[src/rtl/dfs_pkg.sv]
`timescale 1ns/1ps
package dfs_pkg;
  localparam int FRAME_W    = 24;
  localparam int BYTE_W     = 8;
  localparam int N_BYTES    = FRAME_W / BYTE_W;
  localparam int DATA_W     = 16;
  localparam int MODE_W     = 2;
  localparam int PAD_W      = FRAME_W - MODE_W - DATA_W;
  localparam int BIT_IDX_W  = $clog2(BYTE_W);
  localparam int BYTE_IDX_W = $clog2(N_BYTES);

  typedef logic [BYTE_W-1:0] byte_t;
  typedef byte_t [N_BYTES-1:0] frame_t;  // index N_BYTES-1 leaves first

  typedef enum logic [2:0] {
    ST_IDLE,
    ST_LEAD,
    ST_SHIFT,
    ST_TAIL,
    ST_GAP
  } tx_state_e;
endpackage

[src/rtl/dfs_frame_pack.sv]
`timescale 1ns/1ps
module dfs_frame_pack
  import dfs_pkg::*;
#(
  parameter int CODE_W = 16
) (
  input  logic [CODE_W-1:0] code_i,
  input  logic [MODE_W-1:0] mode_i,
  output frame_t            frame_o
);
  logic [DATA_W-1:0] data_al;

  generate
    if (CODE_W == DATA_W) begin : g_full
      assign data_al = code_i;
    end else begin : g_pad
      assign data_al = {code_i, {(DATA_W-CODE_W){1'b0}}};
    end
  endgenerate

  assign frame_o = {{PAD_W{1'b0}}, mode_i, data_al};
endmodule

[src/rtl/dfs_cycle_timer.sv]
`timescale 1ns/1ps
module dfs_cycle_timer #(
  parameter int LIMIT = 4
) (
  input  logic clk_i,
  input  logic rst_ni,
  input  logic clr_i,
  input  logic en_i,
  output logic done_o
);
  localparam int CW = (LIMIT > 1) ? $clog2(LIMIT) : 1;

  logic [CW-1:0] cnt_q;

  assign done_o = en_i && (cnt_q == CW'(LIMIT-1));

  always_ff @(posedge clk_i or negedge rst_ni) begin
    if (!rst_ni)               cnt_q <= '0;
    else if (clr_i || done_o)  cnt_q <= '0;
    else if (en_i)             cnt_q <= cnt_q + 1'b1;
  end

  a_r5_timer_bound: assert property (@(posedge clk_i) disable iff (!rst_ni)
    en_i && !clr_i && !done_o |=> cnt_q != '0);
endmodule

[src/rtl/dfs_bit_seq.sv]
`timescale 1ns/1ps
module dfs_bit_seq
  import dfs_pkg::*;
(
  input  logic                  clk_i,
  input  logic                  rst_ni,
  input  logic                  load_i,
  input  logic                  step_i,
  output logic [BIT_IDX_W-1:0]  bit_o,
  output logic [BYTE_IDX_W-1:0] byte_o,
  output logic                  last_o
);
  always_ff @(posedge clk_i or negedge rst_ni) begin
    if (!rst_ni) begin
      bit_o  <= '0;
      byte_o <= '0;
    end else if (load_i) begin
      bit_o  <= '0;
      byte_o <= '0;
    end else if (step_i) begin
      if (bit_o == BIT_IDX_W'(BYTE_W-1)) begin
        bit_o  <= '0;
        byte_o <= byte_o + 1'b1;
      end else begin
        bit_o  <= bit_o + 1'b1;
      end
    end
  end

  assign last_o = (byte_o == BYTE_IDX_W'(N_BYTES-1)) && (bit_o == BIT_IDX_W'(BYTE_W-1));

  // never advance beyond the final bit of the word
  a_r4_step_bound: assert property (@(posedge clk_i) disable iff (!rst_ni)
    step_i |-> !last_o);
endmodule

[src/rtl/dac_frame_sender.sv]
`timescale 1ns/1ps
module dac_frame_sender
  import dfs_pkg::*;
#(
  parameter int CODE_W      = 16,
  parameter int HALF_CYC    = 4,
  parameter int GAP_CYC     = 8,
  parameter int SYS_CLK_MHZ = 200
) (
  input  logic              clk_i,
  input  logic              rst_ni,
  input  logic              cmd_valid_i,
  output logic              cmd_ready_o,
  input  logic [CODE_W-1:0] cmd_code_i,
  input  logic [1:0]        cmd_mode_i,
  input  logic              abort_i,
  output logic              sync_n_o,
  output logic              sclk_o,
  output logic              sdo_o,
  output logic              busy_o
);
  localparam longint HALF_PS = longint'(HALF_CYC) * 1000000 / SYS_CLK_MHZ;
  localparam longint GAP_PS  = longint'(GAP_CYC + 1) * 1000000 / SYS_CLK_MHZ;

  generate
    if (HALF_PS < 13000 || 2*HALF_PS < 33334 || GAP_PS < 33000 || CODE_W > DATA_W || GAP_CYC < 1)
    begin : g_bad_cfg
      $error("dac_frame_sender: timing parameters out of range");
    end
  endgenerate

  tx_state_e state_q;
  frame_t    frame_d, frame_q;
  logic      sync_n_q, sclk_q, sdo_q;
  logic      half_done, gap_done, active, cur_bit;
  logic [BIT_IDX_W-1:0]  bit_idx;
  logic [BYTE_IDX_W-1:0] byte_idx;
  logic      seq_last, seq_step;

  assign active = (state_q == ST_LEAD) || (state_q == ST_SHIFT) || (state_q == ST_TAIL);

  dfs_frame_pack #(.CODE_W(CODE_W)) u_pack (
    .code_i  (cmd_code_i),
    .mode_i  (cmd_mode_i),
    .frame_o (frame_d)
  );

  dfs_cycle_timer #(.LIMIT(HALF_CYC)) u_half_tmr (
    .clk_i  (clk_i),
    .rst_ni (rst_ni),
    .clr_i  (!active),
    .en_i   (active),
    .done_o (half_done)
  );

  dfs_cycle_timer #(.LIMIT(GAP_CYC)) u_gap_tmr (
    .clk_i  (clk_i),
    .rst_ni (rst_ni),
    .clr_i  (state_q != ST_GAP),
    .en_i   (state_q == ST_GAP),
    .done_o (gap_done)
  );

  // advance on each falling edge except the last
  assign seq_step = (state_q == ST_SHIFT) && half_done && sclk_q && !seq_last && !abort_i;

  dfs_bit_seq u_seq (
    .clk_i  (clk_i),
    .rst_ni (rst_ni),
    .load_i (state_q == ST_IDLE),
    .step_i (seq_step),
    .bit_o  (bit_idx),
    .byte_o (byte_idx),
    .last_o (seq_last)
  );

  assign cur_bit = frame_q[BYTE_IDX_W'(N_BYTES-1) - byte_idx][BIT_IDX_W'(BYTE_W-1) - bit_idx];

  always_ff @(posedge clk_i or negedge rst_ni) begin
    if (!rst_ni) begin
      state_q  <= ST_IDLE;
      frame_q  <= '0;
      sync_n_q <= 1'b1;
      sclk_q   <= 1'b0;
      sdo_q    <= 1'b0;
    end else if (active && abort_i) begin
      sync_n_q <= 1'b1;
      sclk_q   <= 1'b0;
      sdo_q    <= 1'b0;
      state_q  <= ST_GAP;
    end else begin
      unique case (state_q)
        ST_IDLE: if (cmd_valid_i) begin
          frame_q  <= frame_d;
          sync_n_q <= 1'b0;
          state_q  <= ST_LEAD;
        end
        ST_LEAD: if (half_done) begin
          sclk_q  <= 1'b1;
          sdo_q   <= cur_bit;
          state_q <= ST_SHIFT;
        end
        ST_SHIFT: if (half_done) begin
          if (sclk_q) begin
            sclk_q <= 1'b0;
            if (seq_last) state_q <= ST_TAIL;
          end else begin
            sclk_q <= 1'b1;
            sdo_q  <= cur_bit;
          end
        end
        ST_TAIL: if (half_done) begin
          sync_n_q <= 1'b1;
          sdo_q    <= 1'b0;
          state_q  <= ST_GAP;
        end
        ST_GAP: if (gap_done) state_q <= ST_IDLE;
        default: state_q <= ST_IDLE;
      endcase
    end
  end

  assign sync_n_o    = sync_n_q;
  assign sclk_o      = sclk_q;
  assign sdo_o       = sdo_q;
  assign cmd_ready_o = (state_q == ST_IDLE);
  assign busy_o      = (state_q != ST_IDLE);

  // checker counters
  logic [15:0] lo_cnt, hi_cnt, shi_cnt;
  always_ff @(posedge clk_i or negedge rst_ni) begin
    if (!rst_ni) begin
      lo_cnt  <= '0;
      hi_cnt  <= '0;
      shi_cnt <= 16'(GAP_CYC + 1);
    end else begin
      lo_cnt  <= (sync_n_q || sclk_q)  ? '0 : (lo_cnt == '1 ? lo_cnt : lo_cnt + 1'b1);
      hi_cnt  <= (sync_n_q || !sclk_q) ? '0 : (hi_cnt == '1 ? hi_cnt : hi_cnt + 1'b1);
      shi_cnt <= !sync_n_q ? '0 : (shi_cnt == '1 ? shi_cnt : shi_cnt + 1'b1);
    end
  end

  a_r1_idle_outputs: assert property (@(posedge clk_i) disable iff (!rst_ni)
    cmd_ready_o |-> (sync_n_o && !sclk_o && !sdo_o && !busy_o));

  a_r5_low_phase: assert property (@(posedge clk_i) disable iff (!rst_ni)
    $rose(sclk_q) |-> lo_cnt == 16'(HALF_CYC));

  a_r5_high_phase: assert property (@(posedge clk_i) disable iff (!rst_ni)
    ($fell(sclk_q) && !sync_n_q) |-> hi_cnt == 16'(HALF_CYC));

  a_r7_sync_gap: assert property (@(posedge clk_i) disable iff (!rst_ni)
    $fell(sync_n_q) |-> shi_cnt >= 16'(GAP_CYC + 1));

  a_r8_accept_only: assert property (@(posedge clk_i) disable iff (!rst_ni)
    $fell(sync_n_q) |-> $past(cmd_valid_i && cmd_ready_o));

  a_r9_abort_release: assert property (@(posedge clk_i) disable iff (!rst_ni)
    (active && abort_i) |=> (sync_n_q && !sclk_q && !sdo_q && busy_o));

  a_r10_sdo_edge: assert property (@(posedge clk_i) disable iff (!rst_ni)
    $changed(sdo_q) |-> ($rose(sclk_q) || $rose(sync_n_q)));
endmodule

[config.mk]
export PLATFORM = sky130hd
export DESIGN_NAME = dac_frame_sender
export DESIGN_NICKNAME = d
export VERILOG_FILES = /design/src/rtl/dfs_pkg.sv /design/src/rtl/dfs_frame_pack.sv /design/src/rtl/dfs_cycle_timer.sv /design/src/rtl/dfs_bit_seq.sv /design/src/rtl/dac_frame_sender.sv
export SDC_FILE = /design/constraint.sdc
export NUM_CORES = 1
export LEC_CHECK = 0
export BUFFER_PORTS_ARGS = -buffer_cell sky130_fd_sc_hd__buf_2
export CORE_UTILIZATION = 35
export DETAILED_ROUTE_END_ITERATION = 16
export GPL_TIMING_DRIVEN = 1
export PLACE_DENSITY = 0.52
export RECOVER_POWER = 100
export SYNTH_ARGS = -nofsm -noshare
export SYNTH_HDL_FRONTEND = slang
export SYNTH_HIERARCHICAL = 1
export SYNTH_SLANG_ARGS = --single-unit
[constraint.sdc]
create_clock -name clk_i -period 2.6 [get_ports clk_i]
set_input_delay 0.26 -clock clk_i [delete_from_list [all_inputs] [get_ports clk_i]]
set_output_delay 0.26 -clock clk_i [all_outputs]
set_load 0.1 [all_outputs]
Word level (Yosys, flattened, before mapping)
Index checks and enable logic that the tools add are counted.
{ "totals": {"memories": 0, "mem_bits_rw": 0, "output_inout_bits": 5, "latchBits": 0, "romBits": 0, "word_cells": 104, "ff_bits": 34} }
{ "classes": {"n_mul": 0, "reduce_logical": 30, "n_addsub": 6, "n_bitwise": 1, "div_mod_pow": 0, "n_mux": 37, "shifts": 0, "n_eq_ne": 17, "n_lt_le_gt_ge": 2} }
{ "ops": {"columns": ["cell", "n"], "rows": [
  ["$mux W3", 13],
  ["$ne A3 B2 Y1 const B", 7],
  ["$bmux W8 S2", 1],
  ["$pmux W3 S5", 1],
  ["$mux W1", 12],
  ["$mux W2", 5],
  ["$eq A3 B3 Y1 const B", 3],
  ["$reduce_and A3 Y1", 3],
  ["$reduce_bool A3 Y1", 3],
  ["$logic_and A1 B1 Y1", 8],
  ["$mux W8", 1],
  ["$reduce_bool A2 Y1", 4],
  ["$reduce_and A7 Y1", 1],
  ["$add A3 B1 Y3 const B", 2],
  ["$eq A3 B2 Y1 const B", 2],
  ["$ne A3 B3 Y1 const B", 2],
  ["$reduce_and A5 Y1", 1],
  ["$add A2 B1 Y2 const B", 2],
  ["$eq A2 B2 Y1 const B", 2],
  ["$logic_or A1 B1 Y1", 4],
  ["$lt A3 B4 Y1 const B", 1],
  ["$pmux W1 S2", 2],
  ["$reduce_bool A4 Y1", 1],
  ["$bmux W1 S3", 1],
  ["other kinds (9)", 11]
]} }

Logic depth before layout (Yosys ltp)
Gate-level depths: netlist (run 1).
{ "depth": {"ltp_word": 10, "mapped_depth": 9} }

Cells and area by module
The synthesis (run 1) kept the hierarchy.
{ "by_module_without_submodules": {"columns": ["module", "area_each_um2", "seq_area_each_um2", "cells_each", "instances"], "rows": [
  ["dac_frame_sender", 1521.5, 752.0, 130, 1],
  ["dfs_bit_seq", 272.8, 125.1, 24, 1],
  ["dfs_frame_pack", 183.9, 0.0, 25, 1],
  ["dfs_cycle_timer (u_gap_tmr)", 162.7, 75.1, 13, 1],
  ["dfs_cycle_timer (u_half_tmr)", 110.1, 50.0, 10, 1]
]} }

Worst setup path before layout (run 1)
Ideal clock, no wire load.
{ "synth_path": {"kind": "register to output", "from": "register state_q[1]", "to": "output busy_o", "slack_ps": -610, "required_ps": 2340, "arrival_time_ps": 2950, "path_stages_with_launch": 4, "cell_sequence": "dfrtp_1 buf_2 nor3_2 inv_1"} }
{ "synth_between": {"elab_chain_cells": 1} }
{ "synth_rtl": {"columns": ["item", "line_no", "rtl"], "rows": [
  ["from (decl)", "dac_frame_sender.sv:32", "tx_state_e state_q;"],
  ["from (signal assigned)", "dac_frame_sender.sv:81", "state_q <= ST_IDLE;"],
  ["from (signal assigned)", "dac_frame_sender.sv:90", "state_q <= ST_GAP;"],
  ["from (signal assigned)", "dac_frame_sender.sv:96", "state_q <= ST_LEAD;"],
  ["$reduce_bool A3 Y1", "dac_frame_sender.sv:127", "assign busy_o = (state_q != ST_IDLE);"],
  ["to (decl)", "dac_frame_sender.sv:20", "output logic busy_o"]
]} }
Every way passes these cells.

Worst setup path after layout (run 1)
{ "layout_path": {"from": "register state_q[2]", "to": "output cmd_ready_o"} }
{ "layout_between": {"elab_chain_cells": 1} }
{ "layout_rtl": {"columns": ["item", "line_no", "rtl"], "rows": [
  ["$logic_not A3 Y1", "dac_frame_sender.sv:126", "assign cmd_ready_o = (state_q == ST_IDLE);"],
  ["to (decl)", "dac_frame_sender.sv:13", "output logic cmd_ready_o,"]
]} }
Every way passes these cells.

==> results.md, run 1 <==
- The run finished, with violations left.
- The final reports fail on max-capacitance violations, max-slew violations.
- The die covers 6756 µm².
- The top routing layer in use is met4.
- The ratio of total power to cell area is approximately 1100 nW/µm².
- Of the post-synthesis cell area, the dominant cell type holds 0.4336.
- The kind of critical path is flip-flop to output pin.
- Each instance of the synthesized netlist takes up on average around 11 µm².
- Yosys attributes the largest share of cell area to sky130_fd_sc_hd__dfrtp_1 43%, sky130_fd_sc_hd__mux2_2 13%, sky130_fd_sc_hd__buf_4 8.7%.
- The wire length of the first global-routing pass is 6555 µm.
- The vertical extent of the die is 82.20 µm.
- After floorplanning, the core was divided into 28 placement rows.
- The first detailed-routing pass took 3 iterations.
- Of the total synthesized cell area, the portion taken by full adders, half adders and majority gates is 0.03335.
- The clock insertion delay at the later pin of the skew report is between 0.2 and 0.3 ns.
- The final-report hold violation count is 0.
- The clock tree root buffer cell is sky130_fd_sc_hd__clkbuf_8.
- The number of enable flip-flop cells after synthesis is 0.
- The most frequent standard cell in the layout excluding fill and tap cells is sky130_fd_sc_hd__dfrtp_1.
- TritonCTS built the clock tree.
- Of the total power, the share spent switching nets is 0.3669.
- 27 I/O pins were placed.
- Routability-driven placement finished with a final weighted congestion of 0.7234.
- The part of the total power dissipated in the clock network is 0.228.
- Gates resized during post-CTS repair numbered 0.
- The synthesized-area fraction occupied by and/or/nand/nor cells is 0.1056.
- Counting flops with an async set or reset pin after synthesis yields a share of 1.000.
- The sequential share of the synthesized area is 0.4452.
- The number of global-route vias before repair is 1,320.
- The net switching component of the power is 947.8 µW.
- The area growth from synthesis to layout is 8.004%.
- The maximum VDD drop is 0.5966 mV.
- In this run the tool buffered the top-level ports with 26 buffer cells.
- The detailed-route via count is approximately 1.4k.
- The tool flagged a number of max-cap violations equal to 1.
- The routed wire length on met3 is ~150 µm.
- The top cell types in the final layout, fill and taps aside, are 39 x sky130_fd_sc_hd__dfrtp_1, 25 x sky130_fd_sc_hd__mux2_2, 20 x sky130_fd_sc_hd__buf_2, 13 x sky130_fd_sc_hd__nor2_1, 12 x sky130_fd_sc_hd__mux2i_1.
- Dividing the detail-routed wire length by the instance count gives 13.15 µm.
- In the final layout, the share of cells above drive strength 1 is 0.2977.
- The number of warnings reported in the yosys synthesis log is 6.
- For this design the static power due to leakage is 0.001079 µW.
- The actual slew at the worst max-slew pin is approximately 2.2 ns.
- The number of max-slew violations in the final report was 41.
- In this run the deepest clock path goes through 2 buffers.
- After filler insertion, the fill cell instance count of the layout stands at 610.
- The worst setup path is launched from a flip-flop.
- After the flow finishes, the layout carries non-filler instances totaling 290.
- STA classifies the critical path endpoint as an output pin.
- Setup repair after global routing left no endpoint under its margin.
- Of the total synthesized cell area, the portion taken by XOR and XNOR cells is 0.003891.
- Of all nets on the critical path, the largest fanout is 11.
- Entering global routing, the biggest net connects 41 pins.
- The summed instance area of the synthesized netlist is 2251 µm².
- The multi-input combinational cell area is between 900 and 1000 µm².
- The number of placed instances, taps included is 283.
- The final setup violation count is 0.
- Based on the critical path, the design can be clocked at up to about 470 MHz.
- The number of hold-repair buffers added at the cts stage is 0.
- Summed over all layers, the routed wires come to 3814 µm.
- After detailed routing, the number of remaining DRC violations is 0.
- The count of state elements after synthesis is 40.
- The path type of the worst min-delay path is input pin to flip-flop.
- The detailed-routing wirelength on met1 is slightly below 2000 µm.
- The internal power of the cells totals 1636 µW.
- In this run, CTS created clock tree buffers numbering 5.
- The sequential cell area is around 1000 µm².
- The summed negative setup slack over all endpoints is 0 ns.
- The part of the total power dissipated in combinational logic is 0.388.
- The largest area contributor in the synthesized netlist is sky130_fd_sc_hd__dfrtp_1.
- The main combinational cell family by area after synthesis is multiplexers.
- The count of clock tree sinks is 40.
- The cell count after synthesis came out at roughly 200.
- The x dimension of the die is 82.20 µm.
- The worst slew slack as a fraction of its limit is -0.4388.
- The number of antenna violations at the first check in global routing is 0.
- Between clock sinks in the finished design, the worst skew comes to 0.006262 ns.
- The repair_antennas step left the layout with diodes totalling 0.
- The initial utilization of the core area, before any placement, comes to 0.3714.
- In the finished design, the share of the clock period the worst path needs comes to 0.8203.
- The net count reported at finish is ~240.
- The global routing usage summed across all routing layers is 0.1322.
- The clock period could shrink to approximately 2.1 ns.
- The post-synthesis mux area share is 0.1984.
- For this run the aggregate overflow at the end of global routing stands at 0.
- The wire-length estimate of the detail-placed layout is 2706 µm.
- The share of total power dissipated in sequential elements is 0.383.
- The detailed route wirelength on metal2 is 1677 µm.
- After clock tree synthesis, the clock-pin slew on the worst setup and hold paths is 0.08 ns.
- The compound-cell area share of the yosys netlist is 0.09894.
- The count of antenna-violating nets left after detailed routing is 0.
- The number of violations reported at the end of detailed-routing iteration 0 is 52.
- The floorplan core area is 6061 µm².
- CTS built an H-tree with a depth of 2.
- Once the clock tree was built, the setup fixing pass inserted 0 buffers.
- Among all flip-flop cells after synthesis, the most frequent one is sky130_fd_sc_hd__dfrtp_1.
- The arrival time reported for the critical path endpoint is approximately 1.9 ns.
- For the worst setup path, the data required time is 2.34 ns.
- The number of vias per cell after detailed routing is 4.807.
- Yosys mapped the design onto 45 distinct sky130hd cell types.
==> worst paths after layout <==
kind,from,endpoint,slack [ns],cells past startpoint
setup reg to reg,state_q[0],u_seq/byte_o[0],0.47,8
hold / removal,cmd_code_i[0],frame_q[0],0.19,2
min in group asynchronous,rst_ni,sdo_o,0.60,1
hold reg to reg,sync_n_o,sync_n_o,0.49,2
setup / recovery,state_q[2],cmd_ready_o,0.47,4
max in group asynchronous,rst_ni,u_seq/byte_o[0],0.77,1
==> final cells by class <==
type | instances | area share
timing repair buffer | 33 | 0.07514
sequential | 40 | 0.4122
clock inverter | 2 | 0.02470
inverter | 7 | 0.01081
tap | 75 | 0.03860
clock buffer | 5 | 0.02831
multi-input combinational | 128 | 0.4102
==> through the flow <==
stage	utilization	area, µm²	worst slack (ns)	power (µW)	hold slack [ns]
global route	0.4011	2431	0.1715	2751	0.1781
floorplan	-	2276	0.1185	1833	-0.03559
CTS	0.4069	2466	0.4863	2658	0.1366
global placement	0.3856	2337	0.5336	2046	0.4654
detailed placement	0.3856	2337	0.5014	2056	0.4550
finish	0.4011	2431	0.4672	2583	0.1857
==> critical path: stages (launching register included) <==
cell	delay, ns
sky130_fd_sc_hd__dfrtp_1	0.38
sky130_fd_sc_hd__clkbuf_1	0.24
sky130_fd_sc_hd__nor3_1	0.27
sky130_fd_sc_hd__buf_4	0.22
sky130_fd_sc_hd__clkbuf_2	0.47
==> logic make-up after synthesis <==
group                      count (synthesis)
and+or+nand+nor                           43
DFF                                       40
xor gates and xnor gates                   1
muxes                                     40
other                                      1
AOI/OAI and AO/OA                         32
buffers and inverters                     39
adders and majority gates                  6
==> synth_stat cells, types with 2 or more instances <==
cell	n
sky130_fd_sc_hd__nor3_1	2
sky130_fd_sc_hd__ha_1	6
sky130_fd_sc_hd__mux2i_1	12
sky130_fd_sc_hd__inv_1	7
sky130_fd_sc_hd__buf_2	2
sky130_fd_sc_hd__mux2_1	2
sky130_fd_sc_hd__and2_1	4
sky130_fd_sc_hd__nand2b_1	6
sky130_fd_sc_hd__o211ai_1	2
sky130_fd_sc_hd__a21oi_1	6
sky130_fd_sc_hd__o31ai_1	2
sky130_fd_sc_hd__o21ai_0	7
sky130_fd_sc_hd__mux2_2	25
sky130_fd_sc_hd__nor2b_1	2
sky130_fd_sc_hd__nand2_1	6
sky130_fd_sc_hd__buf_4	26
sky130_fd_sc_hd__nor2_1	13
sky130_fd_sc_hd__a21oi_2	2
sky130_fd_sc_hd__dfrtp_1	39
sky130_fd_sc_hd__a32o_1	3
sky130_fd_sc_hd__clkbuf_1	3
sky130_fd_sc_hd__or3b_1	2
==> flip-flops by register name, indices dropped and copies added (netlist names) <==
name              cells
sync_n_o              1
sdo_o                 1
u_gap_tmr/cnt_q       3
u_seq/byte_o          2
u_half_tmr/cnt_q      2
u_seq/bit_o           3
state_q               3
frame_q              24
sclk_o                1
==> power by group through the flow <==
| stage | sequential (µW) | clock [µW] | combinational [µW] |
|---|---|---|---|
| after floorplan | 1090 | 0 | 747 |
| after global placement | 1000 | 0 | 1040 |
| after detailed placement | 1010 | 0 | 1050 |
| after CTS | 994 | 608 | 1060 |
| after global routing | 1030 | 626 | 1100 |
| final | 991 | 590 | 1000 |
==> per-layer routing <==
layer | vias up | global-route usage
li1 | 700 | -
met1 | 670 | 0.1841
met2 | 19 | 0.1909
met3 | 5 | 0.03846
met4 | 0 | 0.05263
met5 | - | 0
Power figures use the tool's default switching activity.
==> inputs of run 2 (changes only) <==
--- a/config.mk
+++ b/config.mk
@@ -5,11 +5,12 @@
 export SDC_FILE = /design/constraint.sdc
 export NUM_CORES = 1
 export LEC_CHECK = 0
+export ABC_AREA = 1
 export BUFFER_PORTS_ARGS = -buffer_cell sky130_fd_sc_hd__buf_2
 export CORE_UTILIZATION = 35
 export DETAILED_ROUTE_END_ITERATION = 16
 export GPL_TIMING_DRIVEN = 1
-export PLACE_DENSITY = 0.52
+export PLACE_DENSITY = 0.53
 export RECOVER_POWER = 100
 export SYNTH_ARGS = -nofsm -noshare
 export SYNTH_HDL_FRONTEND = slang
==> constraint.sdc (replaced) <==
create_clock -name clk_i -period 1.8 [get_ports clk_i]
set_input_delay 0.18 -clock clk_i [delete_from_list [all_inputs] [get_ports clk_i]]
set_output_delay 0.18 -clock clk_i [all_outputs]
set_load 0.1 [all_outputs]
==> run 2 against run 1 <==
Net effect:
- the run ends with design-rule violations left
- worst setup slack got worse by 0.36 ns
- sequential power increased by 51%
- register-to-register slack got worse by 0.30 ns
- clock-buffer cell count increased by 2
- combinational power increased by 91%
- critical endpoint unchanged
==> results.md, run 2 <==
- The run finished, with violations left.
- The checks that failed: design-rule violations.
- The summed instance area of the synthesized netlist is 2342 µm² (+4.1%).
- The number of instances in the synthesized netlist is 317 (+57%).
- The tightest hold margin is 0.07640 ns (-0.1093 ns).
- The arrival time reported for the critical path endpoint is 1.51 ns (-0.36 ns).
- Yosys instantiated no cell more often than sky130_fd_sc_hd__nand2_1.
- The number of placed instances, taps included is 403 (+42%).
- In the finished design, the share of the clock period the worst path needs comes to 0.9414.
- The biggest cell delay along the critical path is 0.44 ns (-0.03 ns).
- Ranked by instance count, the synthesized netlist is headed by 138 x sky130_fd_sc_hd__nand2_1, 39 x sky130_fd_sc_hd__dfrtp_1, 31 x sky130_fd_sc_hd__nand3_1.
- The detailed-route via count came to 1,837 (+32%).
- The number of violations reported at the end of detailed-routing iteration 0 is 122 (+130%).
- The number of buffers inserted by port buffering is 26 (unchanged).
- The synthesized area per cell was 7.389 µm² (-34%).
- The sum of net half-perimeters after detailed placement came to 3322 µm (+23%).
- The x dimension of the die is 83.81 µm (+2.0%).
- The number of diodes added for antenna fixing was 0 (unchanged).
- The largest fanout on the critical path is 4 (-7).
- The startpoint type of the worst setup path is a flip-flop.
- The count of state elements after synthesis is 40 (unchanged).
- The share of final-layout standard cells stronger than drive strength 1 came to 0.1845 (-0.1132).
- The per-cell routed wire length is 10.99 µm (-16%).
- The deepest level of the CTS H-tree is 2 (unchanged).
- The clock tree from TritonCTS is built.
- The number of standard cells in the layout, taps in and fillers out is 413 (+42%).
- The net count reported at finish came to 363 (+49%).
- The largest area contributor in the synthesized netlist is sky130_fd_sc_hd__dfrtp_1.
- The count of clock tree sinks came to 40 (unchanged).
- The worst-case clock skew is 0.006916 ns (+0.0006542 ns).
- The final setup violation count is 0 (unchanged).
- The number of distinct library cells after synthesis is 24 (-47%).
- The number of iterations in the first detailed-routing pass came to 10 (+7).
- The max-cap check violation count is 0 (-1).
- The largest register by flop count is frame_q.
- The number of antenna violations at the first check in global routing is 0 (unchanged).
- The ratio of total power to cell area was 1585 nW/µm² (+49%).
- Setup repair after global routing left no endpoint under its margin.
- The most frequent standard cell in the layout excluding fill and tap cells is sky130_fd_sc_hd__nand2_1.
- The number of vias per cell after detailed routing came to 4.448 (-7.5%).
- The largest net degree at the start of global routing is 27 (-34%).
- The total design power is 4045 µW (+57%).
- The clock insertion delay at the later pin of the skew report is 0.30 ns (about the same).
- The number of warnings reported in the yosys synthesis log came to 6 (unchanged).
- The number of global-route vias before repair is 1,792 (+36%).
- The number of standard-cell rows in the floorplan is 29 (+3.6%).
- The total wirelength of the detailed-routed design is 4540 µm (+19%).
- The reported leakage power came to 0.001424 µW (+32%).
- The critical path in this run is classified as flip-flop to output pin.
- The sequential share of the synthesized area is 0.4279 (-0.01736).
- The highest clock frequency the design can meet is about 590 MHz.
- Traced cell by cell, the critical path runs through nor2_4 -> inv_2 -> nor2_4 -> buf_12 -> buf_6.
- The global routing usage summed across all routing layers is 0.1471 (+0.01491).
- The die area is 7023 µm² (+4.0%).
- The worst slew slack as a fraction of its limit came to 0.5718 (+1.011).
- STA classifies the critical path endpoint as an output pin.
- The number of flip-flops under the largest register name is 24 (unchanged).
- The logic depth of the worst register-to-register path is 12 (+4).
- The area growth from synthesis to layout is 8.921%.
- The fraction of synthesized cell area taken by the top area cell type is 0.4167 (-0.01691).
- The cell sitting at the root of the clock tree is a sky130_fd_sc_hd__clkbuf_8.
- The most repeated library cell on the critical path is sky130_fd_sc_hd__nor2_4.
- The initial core utilization is 0.3647 (-0.006688).
- The floorplan core area is 6422 µm² (+6.0%).
- The number of enable flip-flop cells after synthesis was 0 (unchanged).
- The cell with the largest stage delay on the worst path is sky130_fd_sc_hd__dfrtp_1.
- In the layout the commonest cells are 138 x sky130_fd_sc_hd__nand2_1, 37 x sky130_fd_sc_hd__dfrtp_1, 31 x sky130_fd_sc_hd__nand3_1, 28 x sky130_fd_sc_hd__inv_1, 20 x sky130_fd_sc_hd__buf_2.
- The count of antenna-violating nets left after detailed routing is 0 (unchanged).
- The DRC violation count after routing came to 2 (+2).
- The number of clock buffers inserted by TritonCTS is 5 (unchanged).
- The wire length of the first global-routing pass is 8252 µm (+26%).
- The maximum VDD drop came to 0.5202 mV (-13%).
- The actual slew at the worst max-slew pin is 0.6424 ns (-1.516 ns).
- The hold path depth was 3 (+1).
- The time the final worst path needs with I/O delays and setup is 1.694 ns.
- The vertical extent of the die is 83.81 µm (+2.0%).
- The share of synthesized registers carrying an async set or reset is 1.000 (unchanged).
- The clock-pin slew of the registers on the worst-case setup and hold paths was 0.08 ns (about the same).
- After synthesis, the cell types taking the most area are sky130_fd_sc_hd__dfrtp_1 42%, sky130_fd_sc_hd__nand2_1 22%, sky130_fd_sc_hd__buf_4 8.3%.
- The number of max-slew violations in the final report is 0 (-100%).
- The data required time at the worst endpoint was 1.62 ns (-0.72 ns).
- In this run the worst hold path is classified as input pin to flip-flop.
- The total I/O pin count is 27 (unchanged).
- The overall overflow remaining after global route came to 0 (unchanged).
- The top flip-flop cell by instance count after synthesis is sky130_fd_sc_hd__dfrtp_1.
- The number of buffers on the longest clock path is 2 (unchanged).
- The final-report hold violation count is 0 (unchanged).
- The final RePlAce weighted congestion is 0.8212 (+14%).
[run 2: cell types whose count changed in the layout (fill, tap and decap cells not counted), sizes merged, moves of 12 or more]
| cell | previous run | this run |
|---|---|---|
| nand2 | 6 | 141 |
| mux2i | 12 | 0 |
| inv | 7 | 37 |
| nand3 | 1 | 31 |
| mux2 | 27 | 0 |
[run 2: cell type report]
class	count	area (µm²)
multi-input cells	215	988.4
well taps	77	96.34
repair buffers	36	221.5
flip-flops and latches	40	1005
clock inverters	1	7.507
inverters	37	146.4
fillers	672	3871
clock buffers	7	86.33
[run 2: metrics by stage]
step                cell area [µm²]  TNS [ns]  worst slack, ns  utilization
floorplan                      2372    -5.185          -0.2322            -
global placement               2459         0           0.2018       0.3828
detailed placement             2459         0           0.1966       0.3828
CTS                            2562         0          0.02083       0.3990
global route                   2551         0          0.01259       0.3972
finish                         2551         0           0.1055       0.3972
[run 2: worst paths after layout]
kind / startpoint / end / slack, ns
min in group asynchronous: rst_ni / frame_q[8] / 0.44
setup / recovery: state_q[0] / cmd_ready_o / 0.11
max in group asynchronous: rst_ni / frame_q[22] / 0.55
hold reg to reg: frame_q[9] / frame_q[9] / 0.48
hold / removal: cmd_mode_i[0] / frame_q[16] / 0.08
setup reg to reg: state_q[0] / state_q[0] / 0.17
[run 2: routing by layer]
metal | vias to the layer above | global-route usage | part of all wire
li1 | 975 | - | -
met1 | 830 | 0.2096 | 0.52
met2 | 26 | 0.2154 | 0.43
met3 | 6 | 0.03363 | 0.026
met4 | 0 | 0.05799 | 0.018
met5 | - | 0 | 0
[run 2: cells by family after synthesis]
kind of cell | Yosys count | synth area share
flops | 40 | 0.4279
buf+inv | 67 | 0.1565
compound gates | 10 | 0.02510
other cells | 1 | 0.001601
simple gates | 193 | 0.3568
fa+ha+maj | 6 | 0.03205
[run 2: report_power, final]
group          leakage (µW)  total (µW)  internal (µW)  switching, µW
clock network     0.0000445         638            312            326
logic              0.000872        1910            596           1310
registers          0.000508        1500           1240            256
total               0.00142        4040           2150           1890
[run 2: repair_timing]
item                                   in CTS  in global routing
setup endpoints to repair                   0                  2
gates resized for setup                     0                  2
hold buffers                                1                  0
endpoints found under the hold margin      23                  0
buffers inserted                            0                  1
[run 2: critical path: cells and delay by family (launching register included)]
family	cells	cell delay (ns)
buf+inv	3	0.43
flops	1	0.44
simple gates	2	0.36
